### config.mk
export PLATFORM = sky130hd
export DESIGN_NAME = prot_supervisor
export DESIGN_NICKNAME = d
export VERILOG_FILES = /design/src/rtl/prot_pkg.sv /design/src/rtl/prot_datapath.sv /design/src/rtl/prot_ctrl.sv /design/src/rtl/prot_supervisor.sv
export SDC_FILE = /design/constraint.sdc
export NUM_CORES = 1
export LEC_CHECK = 0
export BUFFER_PORTS_ARGS = -buffer_cell sky130_fd_sc_hd__buf_2
export CORE_MARGIN = 5
export CORE_UTILIZATION = 45
export DETAILED_ROUTE_END_ITERATION = 12
export PLACE_DENSITY = 0.73
export SETUP_SLACK_MARGIN = 0.3
export SLEW_MARGIN = 20
export SYNTH_ARGS = -nofsm -noshare
export SYNTH_HDL_FRONTEND = slang
export SYNTH_HIERARCHICAL = 1
export SYNTH_SLANG_ARGS = --single-unit
export TNS_END_PERCENT = 10
### constraint.sdc
create_clock -name clk -period 6.1 [get_ports clk]
set_input_delay 0.915 -clock clk [delete_from_list [all_inputs] [get_ports clk]]
set_output_delay 0.915 -clock clk [all_outputs]
set_load 0.05 [all_outputs]
### src/rtl/prot_pkg.sv
package prot_pkg;
  typedef enum logic [2:0] {
    ST_OFF   = 3'd0,
    ST_RUN   = 3'd1,
    ST_RETRY = 3'd2,
    ST_LATCH = 3'd3,
    ST_EXT   = 3'd4
  } supState_e;

  // filtered comparison results, datapath -> control
  typedef struct packed {
    logic ovTrip;
    logic otTrip;
    logic ocTrip;
    logic uvTrip;
    logic extTrip;
    logic otCool;
    logic winIn;
    logic winOut;
    logic retryDone;
  } cmpFlags_t;

  // strobes, control -> datapath
  typedef struct packed {
    logic retryClear;
    logic retryRun;
  } ctlStrobe_t;

  localparam int NUM_CMP = 8;
  localparam int FLAG_UV = 0;
  localparam int FLAG_OC = 1;
  localparam int FLAG_OT = 2;
  localparam int FLAG_OV = 3;
endpackage

### src/rtl/prot_datapath.sv
module prot_datapath
  import prot_pkg::*;
#(
  parameter int V_W       = 14,
  parameter int I_W       = 12,
  parameter int T_W       = 8,
  parameter int OV_PCT    = 130,
  parameter int UV_PCT    = 75,
  parameter int OC_PCT    = 140,
  parameter int PG_LO_PCT = 90,
  parameter int PG_HI_PCT = 110,
  parameter int OV_FLOOR  = 1000,
  parameter int I_RATED   = 2000,
  parameter int T_TRIP    = 184,
  parameter int T_CLEAR   = 174,
  parameter int RETRY_CYC = 6500000
) (
  input  logic             clk,
  input  logic             rstN,
  input  logic [V_W-1:0]   voutCode,
  input  logic [V_W-1:0]   setCode,
  input  logic [I_W-1:0]   curCode,
  input  logic [T_W-1:0]   tempCode,
  input  logic             faultLineIn,
  input  logic             faultPullNow,
  input  ctlStrobe_t       strobe,
  output cmpFlags_t        flags
);
  localparam int VP_W  = V_W + 8;
  localparam int IP_W  = I_W + 8;
  localparam int CNT_W = $clog2(RETRY_CYC + 1);
  localparam logic [CNT_W-1:0] CNT_LAST = CNT_W'(RETRY_CYC - 1);

  localparam int IX_OV   = 0;
  localparam int IX_OT   = 1;
  localparam int IX_OC   = 2;
  localparam int IX_UV   = 3;
  localparam int IX_EXT  = 4;
  localparam int IX_COOL = 5;
  localparam int IX_IN   = 6;
  localparam int IX_OUT  = 7;

  logic [VP_W-1:0] vScaled, ovLimit, uvLimit, winLo, winHi;
  logic [IP_W-1:0] iScaled;
  logic            inWin;
  logic [NUM_CMP-1:0] rawCmp, prevCmp, fltCmp;
  logic [CNT_W-1:0]   retryCnt;

  always_comb begin
    vScaled = {8'd0, voutCode} * VP_W'(100);
    ovLimit = {8'd0, setCode}  * VP_W'(OV_PCT);
    uvLimit = {8'd0, setCode}  * VP_W'(UV_PCT);
    winLo   = {8'd0, setCode}  * VP_W'(PG_LO_PCT);
    winHi   = {8'd0, setCode}  * VP_W'(PG_HI_PCT);
    iScaled = {8'd0, curCode}  * IP_W'(100);
    inWin   = (vScaled >= winLo) && (vScaled <= winHi);

    rawCmp[IX_OV]   = (vScaled >= ovLimit) && (voutCode >= V_W'(OV_FLOOR));
    rawCmp[IX_OT]   = tempCode >= T_W'(T_TRIP);
    rawCmp[IX_OC]   = iScaled >= IP_W'(I_RATED * OC_PCT);
    rawCmp[IX_UV]   = vScaled < uvLimit;
    rawCmp[IX_EXT]  = !faultLineIn && !faultPullNow;
    rawCmp[IX_COOL] = tempCode <= T_W'(T_CLEAR);
    rawCmp[IX_IN]   = inWin;
    rawCmp[IX_OUT]  = !inWin;
  end

  // two-sample agreement filter on every comparison
  for (genvar g = 0; g < NUM_CMP; g++) begin : gen_filter
    always_ff @(posedge clk or negedge rstN) begin
      if (!rstN) prevCmp[g] <= 1'b0;
      else       prevCmp[g] <= rawCmp[g];
    end
    assign fltCmp[g] = rawCmp[g] & prevCmp[g];
  end

  always_ff @(posedge clk or negedge rstN) begin
    if (!rstN)                 retryCnt <= '0;
    else if (strobe.retryClear) retryCnt <= '0;
    else if (strobe.retryRun && retryCnt != CNT_LAST) retryCnt <= retryCnt + 1'b1;
  end

  always_comb begin
    flags.ovTrip    = fltCmp[IX_OV];
    flags.otTrip    = fltCmp[IX_OT];
    flags.ocTrip    = fltCmp[IX_OC];
    flags.uvTrip    = fltCmp[IX_UV];
    flags.extTrip   = fltCmp[IX_EXT];
    flags.otCool    = fltCmp[IX_COOL];
    flags.winIn     = fltCmp[IX_IN];
    flags.winOut    = fltCmp[IX_OUT];
    flags.retryDone = (retryCnt == CNT_LAST);
  end
endmodule

### src/rtl/prot_ctrl.sv
module prot_ctrl
  import prot_pkg::*;
(
  input  logic       clk,
  input  logic       rstN,
  input  logic       enReq,
  input  logic       rampActive,
  input  cmpFlags_t  flags,
  output ctlStrobe_t strobe,
  output logic       stageEn,
  output logic       faultPull,
  output logic       pgPull,
  output logic [3:0] faultFlags
);
  supState_e  state, nextState;
  logic [3:0] tripMask;
  logic       otHot;
  logic       pgGood;

  always_comb begin
    nextState = state;
    tripMask  = '0;
    if (!enReq) begin
      nextState = ST_OFF;
    end else begin
      unique case (state)
        ST_OFF: nextState = ST_RUN;
        ST_RUN: begin
          if (flags.ovTrip) begin
            nextState = ST_LATCH;
            tripMask[FLAG_OV] = 1'b1;
          end else if (flags.otTrip) begin
            nextState = ST_RETRY;
            tripMask[FLAG_OT] = 1'b1;
          end else if (flags.ocTrip) begin
            nextState = ST_RETRY;
            tripMask[FLAG_OC] = 1'b1;
          end else if (flags.uvTrip && !rampActive) begin
            nextState = ST_RETRY;
            tripMask[FLAG_UV] = 1'b1;
          end else if (flags.extTrip) begin
            nextState = ST_EXT;
          end
        end
        ST_RETRY: if (flags.retryDone && !otHot) nextState = ST_RUN;
        ST_LATCH: nextState = ST_LATCH;
        ST_EXT:   if (!flags.extTrip) nextState = ST_RUN;
        default:  nextState = ST_OFF;
      endcase
    end
  end

  always_ff @(posedge clk or negedge rstN) begin
    if (!rstN) begin
      state      <= ST_OFF;
      otHot      <= 1'b0;
      faultFlags <= '0;
      pgGood     <= 1'b0;
    end else begin
      state <= nextState;

      if (!enReq)                 otHot <= 1'b0;
      else if (tripMask[FLAG_OT]) otHot <= 1'b1;
      else if (flags.otCool)      otHot <= 1'b0;

      if (!enReq)                 faultFlags <= '0;
      else if (faultFlags == '0)  faultFlags <= tripMask;

      if (nextState != ST_RUN || rampActive) pgGood <= 1'b0;
      else if (flags.winIn)                  pgGood <= 1'b1;
      else if (flags.winOut)                 pgGood <= 1'b0;
    end
  end

  always_comb begin
    strobe.retryClear = (state != ST_RETRY);
    strobe.retryRun   = (state == ST_RETRY);
    stageEn   = (state == ST_RUN);
    faultPull = (state == ST_RETRY) || (state == ST_LATCH);
    pgPull    = !pgGood;
  end
endmodule

### src/rtl/prot_supervisor.sv
module prot_supervisor
  import prot_pkg::*;
#(
  parameter int CLK_HZ   = 50000000,
  parameter int RETRY_MS = 130,
  parameter int V_W      = 14,
  parameter int I_W      = 12,
  parameter int T_W      = 8,
  parameter int OV_FLOOR = 1000,
  parameter int I_RATED  = 2000,
  parameter int T_OFS    = 64
) (
  input  logic           clk,
  input  logic           rstN,
  input  logic           enReq,
  input  logic           rampActive,
  input  logic [V_W-1:0] voutCode,
  input  logic [V_W-1:0] setCode,
  input  logic [I_W-1:0] curCode,
  input  logic [T_W-1:0] tempCode,
  input  logic           faultLineIn,
  output logic           stageEn,
  output logic           faultPull,
  output logic           pgPull,
  output logic [3:0]     faultFlags
);
  localparam int RETRY_CYC = (CLK_HZ / 1000) * RETRY_MS;
  localparam int T_TRIP    = 120 + T_OFS;
  localparam int T_CLEAR   = 110 + T_OFS;

  cmpFlags_t  cmpFlags;
  ctlStrobe_t ctlStrobe;

  prot_datapath #(
    .V_W(V_W), .I_W(I_W), .T_W(T_W),
    .OV_PCT(130), .UV_PCT(75), .OC_PCT(140),
    .PG_LO_PCT(90), .PG_HI_PCT(110),
    .OV_FLOOR(OV_FLOOR), .I_RATED(I_RATED),
    .T_TRIP(T_TRIP), .T_CLEAR(T_CLEAR),
    .RETRY_CYC(RETRY_CYC)
  ) u_datapath (
    .clk(clk), .rstN(rstN),
    .voutCode(voutCode), .setCode(setCode),
    .curCode(curCode), .tempCode(tempCode),
    .faultLineIn(faultLineIn), .faultPullNow(faultPull),
    .strobe(ctlStrobe), .flags(cmpFlags)
  );

  prot_ctrl u_ctrl (
    .clk(clk), .rstN(rstN),
    .enReq(enReq), .rampActive(rampActive),
    .flags(cmpFlags), .strobe(ctlStrobe),
    .stageEn(stageEn), .faultPull(faultPull),
    .pgPull(pgPull), .faultFlags(faultFlags)
  );
endmodule

==> results of run 1 <==
registers in the layout (all words and copies together) (netlist names):
register	flops
u_ctrl/state	3
u_datapath/retryCnt	23
u_ctrl/otHot	1
u_ctrl/faultFlags	4
u_ctrl/pgGood	1
u_datapath/prevCmp	8
kinds of logic after synthesis:
group | count (synthesis) | share of synthesized area, %
mux | 2 | 0.172
fa+ha+maj | 396 | 48.3
flops | 40 | 8.62
buf+inv | 260 | 8.40
xor+xnor | 92 | 6.94
compound gates | 255 | 15.1
simple gates | 276 | 12.4
final cells by class:
type / instances / area [um2] / area share (%)
sequential: 40 / 1000 / 7.03
tap: 330 / 413 / 2.90
inverter: 256 / 965 / 6.77
clock inverter: 2 / 38.8 / 0.272
timing repair buffer: 214 / 1520 / 10.7
multi-input combinational: 1021 / 10200 / 71.4
clock buffer: 6 / 139 / 0.975
layer usage:
metal / GRT usage (%) / up-vias
met4: 4.13 / 0
li1: - / 4979
met1: 25.1 / 4650
met3: 2.15 / 40
met5: 0 / -
met2: 32.3 / 188
how the worst max path moves through the flow:
stage                    start                         to  slack, ns  cells past startpoint
global placement    setCode[5]  u_ctrl/state[2]$_DFF_PN0_      -0.83                     27
detailed placement  setCode[6]  u_ctrl/state[0]$_DFF_PN0_      -0.83                     26
finish              setCode[6]  u_ctrl/pgGood$_DFFE_PN0P_      -0.21                     25
CTS                 setCode[9]  u_ctrl/pgGood$_DFFE_PN0P_      -0.14                     21
global route        setCode[8]  u_ctrl/pgGood$_DFFE_PN0P_      -0.44                     26
floorplan           setCode[5]  u_ctrl/pgGood$_DFFE_PN0P_       0.18                     25
placed cells by master (no fill, tap or decap), drive strengths merged, types with 40 or more instances in the layout:
master | Yosys | layout
nor2 | 72 | 72
fa | 88 | 88
nand2 | 41 | 41
xnor2 | 43 | 43
a21oi | 68 | 68
buf | 0 | 212
inv | 256 | 255
o21ai | 42 | 42
dfrtp | 40 | 40
xor2 | 49 | 49
ha | 308 | 308
critical path, stage by stage:
cell and delay [ns]:
buf_12 0.12, ha_4 0.25, ha_4 0.26, inv_2 0.03
fa_1 0.48, fa_1 0.57, inv_2 0.05, ha_4 0.16
or3_4 0.37, o211a_1 0.21, o21a_1 0.21, o21a_4 0.23
buf_4 0.14, a21boi_2 0.14, xor2_1 0.08, ha_1 0.29
nand4_1 0.22, nor4_2 0.36, a21oi_2 0.13, a211o_1 0.31
and2_1 0.15, nor2b_4 0.14, o41ai_4 0.38, a21oi_1 0.15
nor3b_2 0.18
where the power goes:
group	leakage, nW	switching, mW	internal (mW)
logic	6.92	2.21	1.99
clock network	0.0871	0.0999	0.205
registers	0.540	0.0186	0.290
total	7.55	2.33	2.49
stage by stage:
| stage | hold WS, ns | util (%) |
|---|---|---|
| global route | 0.555 | 56.2 |
| detailed placement | 0.514 | 53.4 |
| CTS | 0.527 | 54.9 |
| finish | 0.527 | 56.2 |
| floorplan | 0.497 | - |
| global placement | 0.506 | 53.4 |
what timing repair did:
item | 4_1_cts | 5_1_grt
pin swaps | 25 | 40
resized for setup | 44 | 48
cloned | 0 | 0
buffers inserted | 2 | 8
endpoints found under the setup margin | 11 | 12
==> results by group, run 1 <==
Flow run
  • Max-Cap Viols: 0

Clocking
  • CTS Hold Bufs: 0
  • Root buffer cell: clkbuf_16
  • Clock buffer depth: 2
  • Clk pin slew, worst setup/hold paths: 0.06 ns
  • Clk_lat worst skew: 0.28 ns
  • CTS Sinks: 40
  • Num CTS Buffers: 5
  • TritonCTS clock tree: yes
  • H-Tree Depth: 2

STA
  • Fin. Hold Viols: 0
  • Final min period: 6.31 ns
  • RSZ-0062 raised after global routing: yes
  • Tcrit/Tclk final: 103%
  • Number of setup violations in the final report: 5
  • Fin. max-slew vios: 0
  • Worst slew pin tran: 0.890 ns
  • Max Fclk: 0.158 GHz
  • Clock Skews: 0.00476 ns
  • Final WS setup: -0.212 ns
  • Max_slew headroom: 40.6%
  • Setup_tns: -0.758 ns

Worst setup path
  • Cells on worst reg2reg path: 8
  • Capturing point of the worst reg2reg path: u_datapath/retryCnt[21]$_DFFE_PN0P_
  • Crit. End Element: flip-flop
  • Worst EP arrival: 6.51 ns
  • WS Path Type: in2reg
  • CP Launch Type: input port
  • Critical-path maximum fanout: 6
  • Worst R2R Setup Slack: 3.15 ns
  • R2r startpoint: u_ctrl/state[2]$_DFF_PN0_
  • CP required: 6.30 ns

Synthesis
  • Post-synth top flop: dfrtp_1
  • Async set-reset flop share out of synthesis: 100%
  • Synth top cells by count: ha_1, inv_1, fa_1
  • Distinct cell type count after synthesis: 71
  • Mapped Cells: 1321
  • Synthesized area per cell: 8.80 um2
  • Synth area leader: ha_1
  • Synth Net Count: 1770
  • Synth warn: 6
  • Most frequent cell after synthesis: ha_1
  • Sequential-to-total area share from yosys stat: 8.62%
  • Post-synth EDFFs: 0
  • Top-area cell type share of the netlist area: 33.2%
  • Flops & latches, synth: 40
  • Synth top area cells: ha_1, fa_1, dfrtp_1
  • Syn Std Cell Area: 11600 um2

Detailed routing
  • Vias/cell: 5.27
  • DR vias: 9857
  • Routed wire length: 27800 um
  • # DRC: 0
  • Post-DR wirelength/cell: 14.8 um
  • Routed met3 length: 1040 um
  • Drt first pass iters: 5
  • Highest metal used: met4
  • Met1 WL: 12800 um
  • WL met2: 13300 um
  • Detail Route Antenna Nets: 0
  • Initial drt markers: 586

Floorplan
  • Initial core utilization: 45.9%
  • DIE HEIGHT: 171 um
  • # IOs: 60
  • Row cnt: 58
  • Core area: 25300 um2
  • Die area: 29100 um2
  • Die Width: 171 um

Global routing
  • Antenna violations before repair: 0
  • First-pass GRT wire length: 45300 um
  • GRT Total Usage: 18.6%
  • Gr ovfl total: 0
  • Largest net degree at the start of global routing: 41
  • Vias in the first global route: 9802

Place
  • GP Congestion: 0.915
  • Port Buffers: 59
  • Detailed Place HPWL: 23600 um
  • Placed insts: 1851
  • Pre-CTS WS: -0.827 ns
  • Dpl cell area: 13500 um2

Finish
  • Nets: 1987
  • Share of layout cells above drive strength 1: 20.8%
  • Area grow syn2layout: 22.6%
  • Post-Layout Cell Count: 1869
  • Inserted Diodes: 0
  • Final instance area: 14200 um2
  • Fillers: 2174

Min path
  • Hold endpoint: u_ctrl/faultFlags[1]$_DFFE_PN0P_
  • HP Start: u_ctrl/faultFlags[1]$_DFFE_PN0P_
  • Worst Hold Class: reg2reg
  • Hold Crit Depth: 2

Pwr
  • Power density cells: 338 nW/um2
  • Tot Pwr: 4.81 mW
  • Max VDD drop: 0.000212 V
  • Leakage Power: 7.55 nW

Outcome
  • Outcome: finished with violations
  • Failing checks: setup timing
Note: power is estimated with default switching activity, not from simulation.
==> inputs of run 2 (changes only) <==
Settings changed: SYNTH_HIERARCHICAL 1 to not set.
==> run 2 against run 1 <==
Compared with the run above:
- the run now ends clean
- maximum frequency increased by 8.1%
- first-iteration DRC count decreased by 23%
- global-route usage about the same
- power decreased by 3.3%
- clock power decreased by 2%
- routed wire length increased by 0.19%
- sequential power increased by 2%
- final area decreased by 3.8%
- final cell count decreased by 4.1%
- area after synthesis decreased by 1.5%
- sequential share of layout area increased by 0.28 points
- non-clock buffer count decreased by 56
- largest cell class unchanged
==> results by group, run 2 <==
Outcome
  • Outcome: complete, no violations

Detailed routing
  • Routed wire length: 27800 um
  • DR vias: 9602
  • Vias/cell: 5.36
  • Drt first pass iters: 5
  • # DRC: 0
  • Detail Route Antenna Nets: 0
  • Post-DR wirelength/cell: 15.5 um
  • Initial drt markers: 449

Finish
  • Max reg flops: 23
  • Post-Layout Cell Count: 1793
  • Most common cell after layout, fill and taps aside: ha_1
  • Inserted Diodes: 0
  • Regs by FF count: u_datapath.retryCnt (23), u_datapath.prevCmp (8), u_ctrl.faultFlags (4)
  • Most flops, register: u_datapath.retryCnt
  • Fillers: 2249
  • Nets: 1911
  • Area grow syn2layout: 19.7%
  • Most frequent cells in the layout: ha_1, inv_1, buf_4
  • Share of layout cells above drive strength 1: 18.3%

Synthesis
  • Synth top area cells: ha_1, fa_1, dfrtp_1
  • Sequential-to-total area share from yosys stat: 8.75%
  • Most frequent cell after synthesis: ha_1
  • Post-synth top flop: dfrtp_1
  • Async set-reset flop share out of synthesis: 100%
  • Flops & latches, synth: 40
  • Synth warn: 0
  • Synthesized area per cell: 8.80 um2
  • Synth Net Count: 1749
  • Distinct cell type count after synthesis: 72
  • Top-area cell type share of the netlist area: 33.1%
  • Mapped Cells: 1300
  • Synth top cells by count: ha_1, inv_1, fa_1
  • Synth area leader: ha_1
  • Post-synth EDFFs: 0
  • Syn Std Cell Area: 11400 um2

Global routing
  • Vias in the first global route: 9784
  • Largest net degree at the start of global routing: 41
  • Gr ovfl total: 0
  • Antenna violations before repair: 0
  • GRT Total Usage: 18.6%
  • First-pass GRT wire length: 45000 um

Floorplan
  • DIE HEIGHT: 169 um
  • Die Width: 169 um
  • Initial core utilization: 45.6%
  • Core area: 25100 um2
  • Die area: 28700 um2
  • Row cnt: 58
  • # IOs: 60

Place
  • Detailed Place HPWL: 23300 um
  • Placed insts: 1775
  • Port Buffers: 59
  • GP Congestion: 0.881

STA
  • Final min period: 5.84 ns
  • Max Fclk: 0.171 GHz
  • Max_slew headroom: 40.9%
  • Tcrit/Tclk final: 95.7%
  • Clock Skews: 0.00769 ns
  • RSZ-0062 raised after global routing: yes
  • Number of setup violations in the final report: 0
  • Worst slew pin tran: 0.887 ns
  • Setup_tns: 0 ns
  • Fin. Hold Viols: 0
  • Fin. max-slew vios: 0

Clocking
  • Clk pin slew, worst setup/hold paths: 0.06 ns
  • Clk_lat worst skew: 0.28 ns
  • H-Tree Depth: 2
  • CTS Sinks: 40
  • Clock buffer depth: 2
  • TritonCTS clock tree: yes
  • CTS Hold Bufs: 0
  • Num CTS Buffers: 5
  • Root buffer cell: clkbuf_16

Pwr
  • Max VDD drop: 0.000224 V
  • Tot Pwr: 4.65 mW
  • Power density cells: 340 nW/um2
  • Leakage Power: 7.12 nW

Worst setup path
  • Crit. End Element: flip-flop
  • CP Launch Type: input port
  • Worst EP arrival: 6.02 ns
  • CP required: 6.28 ns
  • WS Path Type: in2reg
  • Critical-path maximum fanout: 4

Min path
  • Worst Hold Class: reg2reg

Flow run
  • Max-Cap Viols: 0
-- run 2: cell types whose count changed in the layout (fill, tap and decap cells not counted), moves of 5 or more --
cell / change
buf_4: -55
inv_1: -13
a21o_1: -10
o21bai_1: -8
ha_1: -7
nand4_1: +7
o21a_1: -6
a21oi_2: +5
nor2b_1: +5
-- run 2: kinds of logic (layout without fill, tap and decap cells) --
logic type,count (synthesis),after routing,share of synthesized area (%)
XOR/XNOR,89,89,6.81
buffers and inverters,247,410,8.11
AND/OR/NAND/NOR,289,289,13.4
flip-flops,40,40,8.75
multiplexers,2,2,0.186
AO/OA/AOI/OAI,237,237,13.4
adder cells (fa/ha/maj),396,396,49.4
-- run 2: metal layers --
layer | part of all wire (%) | up-vias | GRT usage, % | wire length [um]
li1 | - | 4797 | - | -
met1 | 49 | 4644 | 26.5 | 13500
met2 | 48 | 147 | 32.0 | 13300
met3 | 2.8 | 14 | 1.54 | 786
met4 | 0.88 | 0 | 2.21 | 245
met5 | 0 | - | 0 | 0
-- run 2: worst paths after layout --
path	from	end	slack (ns)	cells past startpoint
max	setCode[9]	u_ctrl.pgGood$_DFFE_PN0P_	0.26	25
min	u_ctrl.faultFlags[1]$_DFFE_PN0P_	u_ctrl.faultFlags[1]$_DFFE_PN0P_	0.55	2
max reg2reg	u_datapath.retryCnt[0]$_DFFE_PN0P_	u_ctrl.pgGood$_DFFE_PN0P_	3.41	10
max in group asynchronous	rstN	u_datapath.retryCnt[21]$_DFFE_PN0P_	4.78	1
min reg2reg	u_ctrl.faultFlags[1]$_DFFE_PN0P_	u_ctrl.faultFlags[1]$_DFFE_PN0P_	0.55	2
min in group asynchronous	rstN	u_ctrl.faultFlags[1]$_DFFE_PN0P_	0.75	1
-- run 2: report_power, final --
part	switching, mW	leakage [nW]	internal, mW	total [mW]
Clock	0.105	0.0798	0.192	0.297
Sequential	0.0212	0.540	0.293	0.314
Combinational	2.19	6.50	1.86	4.04
Total	2.31	7.12	2.34	4.65
-- run 2: cell type report --
class,count,area [um2],share of cell area [%]
clock buffers,5,125,0.913
inverters,244,920,6.71
repair buffers,158,1100,8.04
multi-input cells,1013,10100,73.7
clock inverters,3,42.5,0.311
flip-flops and latches,40,1000,7.31
well taps,330,413,3.01
-- run 2: repair_timing --
| action | 4_1_cts | 5_1_grt |
|---|---|---|
| pin swaps | 13 | 64 |
| endpoints found under the setup margin | 6 | 11 |
| setup buffers | 2 | 8 |
| gates resized for setup | 37 | 84 |
| endpoints found under the hold margin | 0 | 0 |
-- run 2: worst max-delay path: stages --
cell and delay (ns):
buf_4 0.13, ha_4 0.27, ha_4 0.20, fa_1 0.51
inv_1 0.06, fa_1 0.49, inv_2 0.05, ha_4 0.24
a21o_1 0.17, a21o_1 0.19, a21oi_2 0.21, o21ai_2 0.10
a211o_1 0.29, a31o_1 0.22, a21oi_2 0.13, xor2_1 0.10
ha_1 0.31, nand2_1 0.07, o21ai_2 0.21, buf_4 0.15
a41oi_2 0.03, a21o_1 0.23, nand3b_1 0.24, a41oi_2 0.18
a2111oi_2 0.32
-- run 2: metrics by stage --
step	hold slack [ns]	utilization [%]	worst slack (ns)	area [um2]
finish	0.550	54.6	0.260	13700
global route	0.571	54.6	0.0300	13700
CTS	0.535	52.6	0.301	13200
detailed placement	0.521	51.1	-0.297	12800
global placement	0.495	51.1	-0.160	12800
floorplan	0.497	-	0.309	11400
==> inputs of run 3 (changes only) <==
Settings changed: ABC_AREA set to 1, CORE_ASPECT_RATIO set to 0.9.
==> run 3 against run 2 <==
Compared with the run above:
- global-route usage is essentially flat
- first-iteration DRC count is 12% higher
- highest routed layer unchanged
- non-clock buffer count fell by 61
- routed wire length increased by 1.1%
- core utilization is 2.9 points lower
- critical endpoint unchanged
- sequential power down 3%
- final cell count up 12%
==> results by group, run 3 <==
Outcome
  • Outcome: complete, no violations

Synthesis
  • Synth Net Count: 2005
  • Top-area cell type share of the netlist area: 31.6%
  • Area share of fa/ha/maj cells after synthesis: 47.1%
  • Post-Synth Simple-Gate Area: 17.1%
  • Most frequent cell after synthesis: inv_1
  • Synth warn: 0
  • Synth top area cells: ha_1, fa_1, inv_1
  • Largest family of logic cells by synthesized area: adder cells
  • Async set-reset flop share out of synthesis: 100%
  • Mux cell area share after synthesis: 0%
  • Post-synth top flop: dfrtp_1
  • Synth area leader: ha_1
  • Mapped Cells: 1556
  • Synth top cells by count: inv_1, ha_1, nand2_1
  • Syn Std Cell Area: 12000 um2
  • Synthesized area per cell: 7.71 um2
  • Distinct cell type count after synthesis: 48
  • Post-synth EDFFs: 0
  • Synth Area in Compound Gates: 11.0%
  • Synth Area in XOR/XNOR: 5.11%
  • Sequential-to-total area share from yosys stat: 8.34%
  • Flops & latches, synth: 40

Finish
  • Max reg flops: 23
  • Area grow syn2layout: 12.9%
  • Fillers: 2493
  • Most flops, register: u_datapath.retryCnt
  • Share of layout cells above drive strength 1: 12.0%
  • Nets: 2108
  • Most frequent cells in the layout: inv_1, ha_1, nand2_1
  • Inserted Diodes: 0
  • Most common cell after layout, fill and taps aside: inv_1
  • Final instance area: 13600 um2
  • Post-Layout Cell Count: 2008
  • Regs by FF count: u_datapath.retryCnt (23), u_datapath.prevCmp (8), u_ctrl.faultFlags (4)

Global routing
  • First-pass GRT wire length: 46700 um
  • Gr ovfl total: 0
  • Vias in the first global route: 10200
  • Antenna violations before repair: 0
  • GRT Total Usage: 18.6%
  • Largest net degree at the start of global routing: 41

Detailed routing
  • Drt first pass iters: 5
  • Vias/cell: 5.14
  • Routed wire length: 28100 um
  • Detail Route Antenna Nets: 0
  • # DRC: 0
  • Initial drt markers: 503
  • DR vias: 10300
  • Post-DR wirelength/cell: 14.0 um

STA
  • Number of setup violations in the final report: 0
  • Worst slew pin tran: 1.01 ns
  • Worst hold slack: 0.517 ns
  • Tcrit/Tclk final: 90.4%
  • Fin. max-slew vios: 0
  • Final min period: 5.51 ns
  • Clock Skews: 0.00510 ns
  • Final WS setup: 0.587 ns
  • Max Fclk: 0.181 GHz
  • Fin. Hold Viols: 0
  • Max_slew headroom: 32.3%
  • RSZ-0062 raised after global routing: no

Place
  • Detailed Place HPWL: 24500 um
  • GP Congestion: 0.938
  • Placed insts: 1988
  • Port Buffers: 59
  • Pre-CTS WS: -0.0776 ns
  • Dpl cell area: 12900 um2

Worst setup path
  • WS Path Type: in2reg
  • CP Launch Type: input port
  • Crit. End Element: flip-flop
  • Crit path launch: setCode[7]
  • Critical-path maximum fanout: 4
  • Worst path slowest cell: fa_1
  • Worst R2R Setup Slack: 3.77 ns
  • Worst EP arrival: 5.74 ns
  • CP required: 6.33 ns
  • Largest stage delay, worst path: 0.57 ns
  • R2r startpoint: u_ctrl.state[1]$_DFF_PN0_

Pwr
  • Leakage Power: 7.37 nW
  • Power density cells: 324 nW/um2
  • Tot Pwr: 4.39 mW
  • Max VDD drop: 0.000217 V

Floorplan
  • Die area: 30000 um2
  • DIE HEIGHT: 165 um
  • # IOs: 60
  • Initial core utilization: 45.8%
  • Die Width: 182 um
  • Row cnt: 56
  • Core area: 26200 um2

Clocking
  • Clock buffer depth: 2
  • Clk_lat worst skew: 0.29 ns
  • CTS Sinks: 40
  • Num CTS Buffers: 5
  • Root buffer cell: clkbuf_16
  • H-Tree Depth: 2
  • TritonCTS clock tree: yes
  • Clk pin slew, worst setup/hold paths: 0.06 ns

Min path
  • HP Start: u_datapath.prevCmp[5]$_DFF_PN0_
  • Worst Hold Class: reg2reg

Flow run
  • Max-Cap Viols: 0
run 3: cell types whose count changed after synthesis, moves of 22 or more:
cell	delta
nand2_1	+194
a21oi_1	+44
inv_1	+114
a21o_1	-26
nor2b_1	-22
nand3_1	+26
run 3: per-layer routing:
metal	up-vias	global-route usage, %	part of all wire (%)
li1	5270	-	-
met1	4856	27.1	50
met2	175	31.2	45
met3	29	1.39	3.9
met4	0	2.63	1.4
met5	-	0	0
run 3: cell type report:
type                            count  area [um2]  share of cell area (%)
Clock inverter                      3        47.5                   0.351
Sequential cell                    40        1000                    7.39
Timing Repair Buffer               97         618                    4.56
Clock buffer                        5         125                   0.923
Inverter                          362        1370                    10.1
Tap cell                          348         435                    3.21
Multi-Input combinational cell   1153        9950                    73.5
run 3: cell families (layout without fill, tap and decap cells):
logic type / after synthesis / after routing
xor gates and xnor gates: 70 / 70
buffers and inverters: 363 / 467
DFF: 40 / 40
adders and majority gates: 396 / 396
and+or+nand+nor: 454 / 454
AOI/OAI and AO/OA: 233 / 233
run 3: worst paths after layout:
| path | to | cells after the start |
|---|---|---|
| hold reg to reg | u_ctrl.otHot$_DFFE_PN0P_ | 3 |
| hold / removal | u_ctrl.otHot$_DFFE_PN0P_ | 3 |
| setup / recovery | u_ctrl.pgGood$_DFFE_PN0P_ | 29 |
| max in group asynchronous | u_datapath.retryCnt[1]$_DFFE_PN0P_ | 1 |
| setup reg to reg | u_ctrl.pgGood$_DFFE_PN0P_ | 9 |
| min in group asynchronous | u_datapath.retryCnt[8]$_DFFE_PN0P_ | 1 |
run 3: worst max-delay path, delay by kind of cell:
family,cells,cell delay [ns]
XOR/XNOR,1,0.20
adder cells (fa/ha/maj),5,2.10
AND/OR/NAND/NOR,9,0.89
AO/OA/AOI/OAI,7,1.03
buffers and inverters,7,0.58
run 3: what timing repair did:
item                                    CTS  global route
resized for setup                         3            70
pin swaps                                 0            27
endpoints found under the setup margin    1             9
setup buffers                             0            12
hold buffers                              0             0
run 3: per-stage QoR:
step | util (%) | TNS, ns
2_1_floorplan | - | 0
3_3_place_gp | 49.3 | 0
3_5_place_dp | 49.3 | -0.0776
4_1_cts | 50.0 | 0
5_1_grt | 51.7 | 0
6_report | 51.7 | 0
run 3: power breakdown:
group,internal [mW],leakage [nW],switching (mW)
combinational,1.53,6.75,2.25
clock,0.194,0.0840,0.113
sequential,0.290,0.541,0.0142
